`src/rtl/mrw_pkg.sv`:
```
package mrw_pkg;

    localparam int IREG_W       = 16;
    localparam int HOST_W       = 32;
    localparam int WR_FLAG_BIT  = 15;
    localparam int STA_REGS     = 3;

    localparam int IA_MODE      = 0;
    localparam int IA_CTL       = 1;
    localparam int IA_STA_BASE  = 4;

    typedef enum logic [1:0] {
        HREG_ADDR = 2'd0,
        HREG_DATA = 2'd1,
        HREG_STAT = 2'd2,
        HREG_RSVD = 2'd3
    } host_reg_e;

    typedef struct packed {
        logic fc_en;
        logic gbit_en;
        logic tx_en;
        logic rx_en;
    } mode_t;

    localparam mode_t MODE_RESET = '{fc_en: 1'b1, gbit_en: 1'b0, tx_en: 1'b0, rx_en: 1'b0};

    typedef struct packed {
        logic        is_wr;
        logic [14:0] addr;
    } win_cmd_t;

    function automatic logic [IREG_W-1:0] mode_to_word(input mode_t m);
        return {{(IREG_W-4){1'b0}}, m};
    endfunction

    function automatic mode_t word_to_mode(input logic [IREG_W-1:0] w);
        return mode_t'(w[3:0]);
    endfunction

endpackage

```
`src/rtl/mrw_settle_timer.sv`:
```
module mrw_settle_timer #(
    parameter int SETTLE_CYCLES = 100
) (
    input  logic clk,
    input  logic rst,
    input  logic start,
    output logic busy,
    output logic done
);
    localparam int CW = $clog2(SETTLE_CYCLES + 1);

    logic [CW-1:0] cnt_q;

    always_ff @(posedge clk) begin
        if (rst) begin
            cnt_q <= '0;
        end else if (start && cnt_q == '0) begin
            cnt_q <= CW'(SETTLE_CYCLES);
        end else if (cnt_q != '0) begin
            cnt_q <= cnt_q - 1'b1;
        end
    end

    assign busy = (cnt_q != '0);
    assign done = (cnt_q == CW'(1));

endmodule

```
`src/rtl/mrw_reg_bank.sv`:
```
module mrw_reg_bank
    import mrw_pkg::*;
#(
    parameter int IADDR_W = 5
) (
    input  logic               clk,
    input  logic               rst,
    input  logic               wen,
    input  logic [IADDR_W-1:0] waddr,
    input  logic [IREG_W-1:0]  wdata,
    input  logic [IADDR_W-1:0] raddr,
    output logic [IREG_W-1:0]  rdata,
    output mode_t              mode,
    output logic [IREG_W-1:0]  ctl,
    output logic [IREG_W*STA_REGS-1:0] station
);
    mode_t             mode_q;
    logic [IREG_W-1:0] ctl_q;
    logic [IREG_W-1:0] sta_q [STA_REGS];
    logic [STA_REGS-1:0] sta_wr_hit;
    logic [STA_REGS-1:0] sta_rd_hit;

    genvar g;
    generate
        for (g = 0; g < STA_REGS; g++) begin : g_sta_dec
            assign sta_wr_hit[g] = wen && (waddr == IADDR_W'(IA_STA_BASE + g));
            assign sta_rd_hit[g] = (raddr == IADDR_W'(IA_STA_BASE + g));
            assign station[IREG_W*(STA_REGS-g)-1 -: IREG_W] = sta_q[g];
        end
    endgenerate

    always_ff @(posedge clk) begin
        if (rst) begin
            mode_q <= MODE_RESET;
            ctl_q  <= '0;
            for (int i = 0; i < STA_REGS; i++) begin
                sta_q[i] <= '0;
            end
        end else begin
            if (wen && waddr == IADDR_W'(IA_MODE)) begin
                mode_q <= word_to_mode(wdata);
            end
            if (wen && waddr == IADDR_W'(IA_CTL)) begin
                ctl_q <= wdata;
            end
            for (int i = 0; i < STA_REGS; i++) begin
                if (sta_wr_hit[i]) begin
                    sta_q[i] <= wdata;
                end
            end
        end
    end

    always_comb begin
        rdata = '0;
        if (raddr == IADDR_W'(IA_MODE)) begin
            rdata = mode_to_word(mode_q);
        end
        if (raddr == IADDR_W'(IA_CTL)) begin
            rdata = ctl_q;
        end
        for (int i = 0; i < STA_REGS; i++) begin
            if (sta_rd_hit[i]) begin
                rdata = sta_q[i];
            end
        end
    end

    assign mode = mode_q;
    assign ctl  = ctl_q;

endmodule

```
`src/rtl/mrw_host_if.sv`:
```
module mrw_host_if
    import mrw_pkg::*;
#(
    parameter int IADDR_W = 5
) (
    input  logic               clk,
    input  logic               rst,
    input  logic               host_wr,
    input  logic [1:0]         host_addr,
    input  logic [HOST_W-1:0]  host_wdata,
    output logic [HOST_W-1:0]  host_rdata,
    input  logic               busy,
    input  logic               done,
    input  logic [IREG_W-1:0]  bank_rdata,
    output logic               start,
    output logic               bank_wen,
    output logic [IADDR_W-1:0] bank_waddr,
    output logic [IREG_W-1:0]  bank_wdata,
    output logic [IADDR_W-1:0] bank_raddr,
    output logic [IREG_W-1:0]  data_win
);
    win_cmd_t          cmd_q;
    logic [IREG_W-1:0] data_q;
    logic              rd_pend_q;
    logic              addr_acc;
    logic              data_acc;
    host_reg_e         sel;
    logic              unused_hi;

    assign sel       = host_reg_e'(host_addr);
    assign addr_acc  = host_wr && sel == HREG_ADDR && !busy;
    assign data_acc  = host_wr && sel == HREG_DATA && !busy;
    assign unused_hi = ^host_wdata[HOST_W-1:IREG_W];

    assign start      = addr_acc;
    assign bank_wen   = addr_acc && host_wdata[WR_FLAG_BIT];
    assign bank_waddr = host_wdata[IADDR_W-1:0];
    assign bank_wdata = data_q;
    assign bank_raddr = cmd_q.addr[IADDR_W-1:0];
    assign data_win   = data_q;

    always_ff @(posedge clk) begin
        if (rst) begin
            cmd_q     <= '0;
            data_q    <= '0;
            rd_pend_q <= 1'b0;
        end else begin
            if (addr_acc) begin
                cmd_q     <= win_cmd_t'(host_wdata[IREG_W-1:0]);
                rd_pend_q <= !host_wdata[WR_FLAG_BIT];
            end else if (done && rd_pend_q) begin
                rd_pend_q <= 1'b0;
            end
            if (data_acc) begin
                data_q <= host_wdata[IREG_W-1:0];
            end else if (done && rd_pend_q) begin
                data_q <= bank_rdata;
            end
        end
    end

    always_comb begin
        host_rdata = '0;
        case (sel)
            HREG_ADDR: host_rdata = {{(HOST_W-IREG_W){1'b0}}, cmd_q};
            HREG_DATA: host_rdata = {{(HOST_W-IREG_W){1'b0}}, data_q};
            HREG_STAT: host_rdata = {{(HOST_W-1){1'b0}}, busy};
            default:   host_rdata = '0;
        endcase
    end

endmodule

```
`src/rtl/mac_reg_window.sv`:
```
module mac_reg_window
    import mrw_pkg::*;
#(
    parameter int IADDR_W       = 5,
    parameter int SETTLE_CYCLES = 100
) (
    input  logic        clk,
    input  logic        rst,
    input  logic        host_wr,
    input  logic [1:0]  host_addr,
    input  logic [31:0] host_wdata,
    output logic [31:0] host_rdata,
    output logic        mode_rx_en,
    output logic        mode_tx_en,
    output logic        mode_gbit_en,
    output logic        mode_fc_en,
    output logic [15:0] rxtx_ctl,
    output logic [47:0] station_addr,
    output logic        busy
);
    logic               start;
    logic               done;
    logic               bank_wen;
    logic [IADDR_W-1:0] bank_waddr;
    logic [IADDR_W-1:0] bank_raddr;
    logic [IREG_W-1:0]  bank_wdata;
    logic [IREG_W-1:0]  bank_rdata;
    logic [IREG_W-1:0]  data_win;
    mode_t              mode;

    mrw_settle_timer #(.SETTLE_CYCLES(SETTLE_CYCLES)) u_timer (
        .clk   (clk),
        .rst   (rst),
        .start (start),
        .busy  (busy),
        .done  (done)
    );

    mrw_host_if #(.IADDR_W(IADDR_W)) u_host (
        .clk        (clk),
        .rst        (rst),
        .host_wr    (host_wr),
        .host_addr  (host_addr),
        .host_wdata (host_wdata),
        .host_rdata (host_rdata),
        .busy       (busy),
        .done       (done),
        .bank_rdata (bank_rdata),
        .start      (start),
        .bank_wen   (bank_wen),
        .bank_waddr (bank_waddr),
        .bank_wdata (bank_wdata),
        .bank_raddr (bank_raddr),
        .data_win   (data_win)
    );

    mrw_reg_bank #(.IADDR_W(IADDR_W)) u_bank (
        .clk     (clk),
        .rst     (rst),
        .wen     (bank_wen),
        .waddr   (bank_waddr),
        .wdata   (bank_wdata),
        .raddr   (bank_raddr),
        .rdata   (bank_rdata),
        .mode    (mode),
        .ctl     (rxtx_ctl),
        .station (station_addr)
    );

    assign mode_rx_en   = mode.rx_en;
    assign mode_tx_en   = mode.tx_en;
    assign mode_gbit_en = mode.gbit_en;
    assign mode_fc_en   = mode.fc_en;

endmodule

```
`config.mk`:
```
export PLATFORM = sky130hd
export DESIGN_NAME = mac_reg_window
export DESIGN_NICKNAME = d
export VERILOG_FILES = /design/src/rtl/mrw_pkg.sv /design/src/rtl/mrw_settle_timer.sv /design/src/rtl/mrw_reg_bank.sv /design/src/rtl/mrw_host_if.sv /design/src/rtl/mac_reg_window.sv
export SDC_FILE = /design/constraint.sdc
export NUM_CORES = 1
export LEC_CHECK = 0
export ABC_CLOCK_PERIOD_IN_PS = 3250
export BUFFER_PORTS_ARGS = -buffer_cell sky130_fd_sc_hd__buf_2
export CORE_MARGIN = 5
export CORE_UTILIZATION = 53
export CTS_CLUSTER_SIZE = 25
export DETAILED_ROUTE_END_ITERATION = 10
export PLACE_DENSITY = 0.8
export SETUP_SLACK_MARGIN = 0.2
export SYNTH_ARGS = -nofsm -noshare
export SYNTH_HDL_FRONTEND = slang
export SYNTH_SLANG_ARGS = --single-unit
```
`constraint.sdc`:
```
create_clock -name clk -period 3.25 [get_ports clk]
set_input_delay 0.4875 -clock clk [delete_from_list [all_inputs] [get_ports clk]]
set_output_delay 0.4875 -clock clk [all_outputs]
set_load 0.1 [all_outputs]
```
==> metrics.md, run 1 <==
| Metric | Value |
|---|---|
| Status | `finished, final reports clean` |
| DRC | `0` |
| Detailed-route wire length | `roughly 15 mm` |
| DP Wirelength | `between 10 and 15 mm` |
| Cells after Synth | `541` |
| Cell taking the most area after synthesis | `edfxtp_1` |
| Drt first pass iters | `5` |
| Final hold violations | `0` |
| Commonest non-fill, non-tap cell in the layout | `buf_2` |
| Layout area overhead | `14.8%` |
| Clock Skew | `16.4 ps` |
| Vias in the first global route | `about 4300` |
| Arrival @ worst endpoint | `roughly 2400 ps` |
| Remaining global-route overflow | `0` |
| Async set-reset flop share out of synthesis | `0%` |
| Logic pwr share | `approximately 29%` |
| Drt wl/cell | `19.8 um` |
| Post-CTS Setup Inserts | `0` |
| Global routing's busiest layer | `met2` |
| Total GRT Usage | `roughly 25%` |
| P_sw | `about 1.3 mW` |
| Hold Crit Class | `in2reg` |
| Post-synthesis register bit count | `about 110` |
| Die Wd | `about 110 um` |
| Die span in y | `roughly 110 um` |
| Met1 GRT Util | `between 30% and 40%` |
| Setup WS pre-CTS | `between 600 and 700 ps` |
| Post-CTS Resized | `0` |
| CTS max path bufs | `2` |
| Vias per Instance | `between 6 and 7` |
| Clk Latency, worst-skew pair | `a little under 400 ps` |
| CTS sink cnt | `about 110` |
| Post-route minimum period | `2910 ps` |
| GR Util met2 | `between 30% and 40%` |
| Final WS setup | `339 ps` |
| Slew Limit Fails | `0` |
| Switching share of power | `about 40%` |
| First-pass GRT wire length | `between 20 and 25 mm` |
| Clock power share | `between 20% and 30%` |
| Initial antenna violation count | `0` |
| Worst Path Buf+Inv | `2` |
| Slew HR | `approximately two fifths` |
| Core area | `approximately 10000 um^2` |
| CTS Buf Count | `9` |
| Post-route ant nets | `0` |
| Layout cells sized above 1 | `~28%` |
| N_diodes | `0` |
| Cell row count | `36` |
| DR vias | `between 4000 and 5000` |
| Nets@finish | `670` |
| Placer congestion estimate | `roughly 0.88` |
| VDD IR max | `around 430 uV` |
| Max_cap viols | `0` |
| # hold bufs at CTS | `0` |
| Synth Area per Inst | `slightly below 10 um^2` |
| Number of flops mapped to enable cells by yosys | `48` |
| Internal Power | `2.09 mW` |
| Final Cycle Share | `about nine tenths` |
| Setup-failing EPs final | `0` |
| Die footprint | `~12000 um^2` |
| Setup TNS | `0 ps` |
| Endpoint class of the critical path | `output port` |
| Crit-path max FO | `7` |
| Startpoint Class | `register` |
| Synthesized cell area | `approximately 5300 um^2` |
| RSZ-0062 raised after global routing | `no` |
| CP max stage delay | `around 730 ps` |
| Synth warn | `0` |
| Pin count of the biggest net entering global routing | `35` |
| IO Count | `about 140` |
| Synth unique cells | `52` |
| Pwr Density | `560 nW/um^2` |
| Peak Freq | `~0.34 GHz` |
| Worst-path clk slew | `between 100 and 150 ps` |
| Critical path cell sequence | `or4_1 > nor2_1 > inv_1 > buf_2` |
| Starting DRC count in detailed routing | `536` |
| Most frequent cells in the layout | `buf_2 (105), dfxtp_1 (60), a21oi_1 (52)` |
| Leakage | `~2.3 nW` |
| Seq pwr share | `roughly 47%` |
| Synth top area share | `approximately 27%` |
| Top_reg_cell synth | `dfxtp_1` |
| Initial Util | `between 50% and 60%` |
| Crit-path slowest cell | `or4_1` |
| Synth area leaders | `edfxtp_1 (27%), dfxtp_1 (22%), a21oi_1 (4.9%)` |
| Family with the most delay on the worst path | `simple AND/OR/NAND/NOR gates` |
| CTS tree | `yes` |
| Met3 Resource Use GR | `under 10%` |
| Clock root buffer | `clkbuf_8` |
| H-tree depth | `3` |
| PortBufs | `about 110` |
| Slew @ Worst Pin | `around 860 ps` |
| Worst path required time | `2760 ps` |
| Seq/Total Area, Yosys | `between 40 and 50%` |
| WS Path Type | `reg2out` |
==> worst paths after layout <==
path                          from                   end  slack [ps]  cells after the start
setup / recovery  u_timer.cnt_q[2]                  busy         340                      4
hold / removal       host_wdata[5]       u_host.cmd_q[5]         340                      3
setup reg to reg  u_timer.cnt_q[2]  u_host.bank_wdata[6]         780                      5
hold reg to reg    u_host.cmd_q[9]       u_host.cmd_q[9]         460                      2
==> area by class of cell <==
| cell class | instances | area, um^2 |
|---|---|---|
| Clock buffer | 10 | 149 |
| Fill cell | 834 | 3690 |
| Clock inverter | 6 | 48.8 |
| Tap cell | 133 | 166 |
| Multi-Input combinational cell | 367 | 2380 |
| Timing Repair Buffer | 122 | 666 |
| Sequential cell | 108 | 2640 |
| Inverter | 22 | 82.6 |
==> cells by family after synthesis <==
logic type / after synthesis / synth area share (%)
and+or+nand+nor: 188 / 20.5
other: 1 / 0.0702
buffers and inverters: 81 / 7.54
adders and majority gates: 3 / 0.703
xor gates and xnor gates: 3 / 0.492
AOI/OAI and AO/OA: 140 / 18.0
muxes: 17 / 3.21
DFF: 108 / 49.5
==> per-layer routing <==
metal	routed length, um	share of wire (%)
met2	6920	46
met3	1620	11
met5	0	0
met1	6240	41
met4	418	2.8
==> through the flow <==
stage	power (mW)	cells	utilization, %	hold slack [ps]	cell area [um^2]
2_1_floorplan	2.45	556	-	436	5420
3_3_place_gp	2.58	752	60.4	442	5930
3_5_place_dp	2.62	752	60.4	447	5930
4_1_cts	3.43	768	62.4	328	6130
5_1_grt	3.56	768	62.4	328	6130
6_report	3.43	768	62.4	339	6130
==> Yosys cell counts, drive strengths merged, types with 3 or more instances <==
cell / number
a211oi: 29
a21oi: 53
a221oi: 6
a22o: 4
a41o: 3
and2: 17
buf: 28
clkbuf: 31
dfxtp: 60
edfxtp: 48
ha: 3
inv: 22
mux2i: 16
nand2: 36
nand2b: 20
nand3: 3
nand4: 21
nor2: 36
nor2b: 4
nor3: 33
nor4b: 3
o2111ai: 3
o21ai: 24
o221ai: 12
or4: 3
==> worst register-to-register path, delay by kind of cell (launching register included) <==
| kind | cells | cell delay (ps) |
|---|---|---|
| AO/OA/AOI/OAI | 2 | 310 |
| buffers and inverters | 1 | 290 |
| flip-flops | 1 | 400 |
| AND/OR/NAND/NOR | 2 | 1380 |
==> registers in the layout, indices dropped and copies added (netlist names) <==
name               count
u_bank.ctl            16
u_bank.mode            4
u_bank.sta_q          48
u_host.bank_raddr      5
u_host.bank_wdata     16
u_host.cmd_q          11
u_host.rd_pend_q       1
u_timer.cnt_q          7
==> power by group through the flow <==
stage	Sequential (mW)	Clock (mW)	Combinational (mW)
floorplan	1.75	0	0.699
global placement	1.63	0	0.958
detailed placement	1.63	0	0.986
CTS	1.60	0.840	0.988
global route	1.62	0.884	1.06
finish	1.60	0.832	0.995
(Power assumes the default switching activity.)
==> run 2: changes to the inputs <==
CORE_MARGIN = not set   (was 5)
CORE_UTILIZATION = 54   (was 53)
MAX_ROUTING_LAYER = met4   (was not set)
SYNTH_HIERARCHICAL = 1   (was not set)
==> run 2 against run 1 <==
Net effect:
- total power is 1.7% higher
- die area is 12% lower
- hold slack better by 5.4 ps
- maximum frequency is 0.72% lower
- sequential power hardly changed
- largest cell class unchanged
- largest power group unchanged
==> metrics.md, run 2 <==
| Metric | Value |
|---|---|
| Nets@finish | `692 (+3.3%)` |
| VDD IR max | `277 uV (-36%)` |
| Slew Limit Fails | `0 (unchanged)` |
| Register area | `2640 um^2 (about the same)` |
| Max_cap viols | `0 (unchanged)` |
| Startpoint Class | `register` |
| Post-route ant nets | `0 (unchanged)` |
| Layout cells sized above 1 | `32.7% (+5.2 points)` |
| IO Count | `138 (unchanged)` |
| Worst R2R Setup Slack | `320 ps (-460 ps)` |
| # fillers | `799 (-4.2%)` |
| # hold bufs at CTS | `0 (unchanged)` |
| Synthesized cell area | `5590 um^2 (+4.7%)` |
| CTS max path bufs | `2 (unchanged)` |
| Reg2reg start | `u_timer/cnt_q[1]` |
| Multi-input combinational cell area | `2630 um^2 (+10%)` |
| CTS sink cnt | `108 (unchanged)` |
| Final WS setup | `318 ps (-21.0 ps)` |
| CTS tree | `yes` |
| Setup-failing EPs final | `0 (unchanged)` |
| Setup TNS | `0 ps (unchanged)` |
| Leakage | `2.54 nW (+9.7%)` |
| Endpoint class of the critical path | `register` |
| DP Wirelength | `10.1 mm (-6.1%)` |
| Initial Util | `56.4% (+2.1 points)` |
| Pin count of the biggest net entering global routing | `38 (+8.6%)` |
| Reg2Reg Depth | `13 (+8)` |
| Cells after Synth | `568 (+5.0%)` |
| Initial antenna violation count | `0 (unchanged)` |
| Worst Hold Depth | `3 (unchanged)` |
| Drt first pass iters | `7 (+2)` |
| Biggest register | `u_bank/sta_q` |
| Worst-path clk slew | `100 ps (about the same)` |
| Pwr Density | `540 nW/um^2 (-3.5%)` |
| CTS Buf Count | `9 (unchanged)` |
| Slew HR | `38.8% (-3.1 points)` |
| Commonest non-fill, non-tap cell in the layout | `buf_2` |
| Setup WS pre-CTS | `75.9 ps (-584 ps)` |
| Most frequent cells in the layout | `buf_2 (105), dfxtp_1 (59), nor2_1 (51)` |
| Die Wd | `104 um (-6.0%)` |
| Clock root buffer | `clkbuf_8` |
| N_diodes | `0 (unchanged)` |
| Detailed-route wire length | `15.3 mm (+0.97%)` |
| RR Endpoint | `u_bank/sta_q[0][44]` |
| Status | `finished, final reports clean` |
| Cell row count | `36 (unchanged)` |
| Crit-path max FO | `12 (+5)` |
| Remaining global-route overflow | `0 (unchanged)` |
| PortBufs | `105 (unchanged)` |
| Core area | `9910 um^2 (+0.92%)` |
| Vias in the first global route | `4599 (+5.9%)` |
| Clk Latency, worst-skew pair | `370 ps (-20 ps)` |
| Peak Freq | `0.341 GHz (-0.72%)` |
| Post-route minimum period | `2930 ps (+21.0 ps)` |
| Final Cycle Share | `90.2% (+0.65 points)` |
| Min-delay src | `host_wdata[10]` |
| Clock Skew | `7.73 ps (-8.67 ps)` |
| Hold Crit Class | `in2reg` |
| Arrival @ worst endpoint | `3020 ps (+600 ps)` |
| Die span in y | `104 um (-6.0%)` |
| Starting DRC count in detailed routing | `349 (-35%)` |
| Synth Area per Inst | `9.85 um^2 (-0.25%)` |
| Largest register FFs | `48 (unchanged)` |
| WS Path Type | `reg2reg` |
| Hold EP | `u_host/cmd_q[10]` |
| Slew @ Worst Pin | `917 ps (+59.0 ps)` |
| Total GRT Usage | `29.1% (+3.9 points)` |
| Drt wl/cell | `19.4 um (-1.8%)` |
| Synth warn | `6 (+6)` |
| Vias per Instance | `6.04 (-1.5%)` |
| H-tree depth | `3 (unchanged)` |
| RSZ-0062 raised after global routing | `no` |
| DRC | `0 (unchanged)` |
| Die footprint | `10800 um^2 (-12%)` |
| Final hold violations | `0 (unchanged)` |
| First-pass GRT wire length | `23.8 mm (+2.6%)` |
| DR vias | `4768 (+1.4%)` |
| Worst path required time | `3340 ps (+580 ps)` |
| Layout area overhead | `15.6%` |
| Placer congestion estimate | `0.859 (-2.6%)` |
[run 2: how the worst max path moves through the flow]
stage                          start                   to  slack [ps]  cells past startpoint
global placement    u_timer/cnt_q[1]  u_bank/sta_q[0][38]         150                     12
finish              u_timer/cnt_q[1]  u_bank/sta_q[0][44]         320                     13
detailed placement  u_timer/cnt_q[1]  u_bank/sta_q[0][42]          80                     12
global route        u_timer/cnt_q[0]  u_bank/sta_q[0][45]         200                     13
floorplan           u_timer/cnt_q[3]  u_bank/sta_q[0][16]        -240                     12
CTS                 u_timer/cnt_q[3]  u_bank/sta_q[0][45]         210                     11
[run 2: layer usage]
metal | up-vias | share of wire (%) | GRT usage (%)
li1 | 2173 | - | -
met3 | 52 | 8.0 | 5.79
met5 | - | 0 | -
met2 | 275 | 48 | 47.1
met1 | 2268 | 40 | 35.8
met4 | 0 | 3.5 | 11.7
[run 2: power breakdown]
| part | switching [mW] | internal [mW] | leakage (nW) |
|---|---|---|---|
| Sequential | 0.0980 | 1.51 | 0.981 |
| Combinational | 0.801 | 0.358 | 1.47 |
| Clock | 0.454 | 0.274 | 0.0806 |
| Total | 1.35 | 2.14 | 2.54 |
[run 2: cell type report]
| cell class | instances | area share (%) |
|---|---|---|
| clock buffer | 9 | 1.92 |
| clock inverter | 7 | 0.658 |
| timing repair buffer | 131 | 11.7 |
| tap | 133 | 2.57 |
| sequential | 108 | 40.9 |
| multi-input combinational | 377 | 40.6 |
| inverter | 25 | 1.70 |
[run 2: critical path, stage by stage, from the launching register on]
cell	delay, ps
dfxtp_1	350
inv_2	110
ha_4	150
or2b_4	300
nor2_4	170
clkinvlp_4	110
or4b_4	540
clkinv_8	70
nand2_4	40
inv_2	40
nor3b_4	220
buf_6	170
a41o_4	210
buf_12	150
[run 2: repair_timing]
action                                  CTS  global route
pin swaps                                 3             2
hold endpoints to repair                  0             0
gates cloned                              3             1
resized for setup                         3             9
endpoints found under the setup margin  112           116
setup buffers                             6             1
[run 2: through the flow]
stage               total power [mW]  instance area, um^2  util (%)  hold WS (ps)  instances
finish                          3.49                 6460      65.2           345        790
CTS                             3.44                 6410      64.7           340        788
global placement                2.68                 6140      62.0           441        763
detailed placement              2.71                 6140      62.0           454        763
global route                    3.63                 6460      65.2           334        790
floorplan                       2.54                 5790         -           436        583
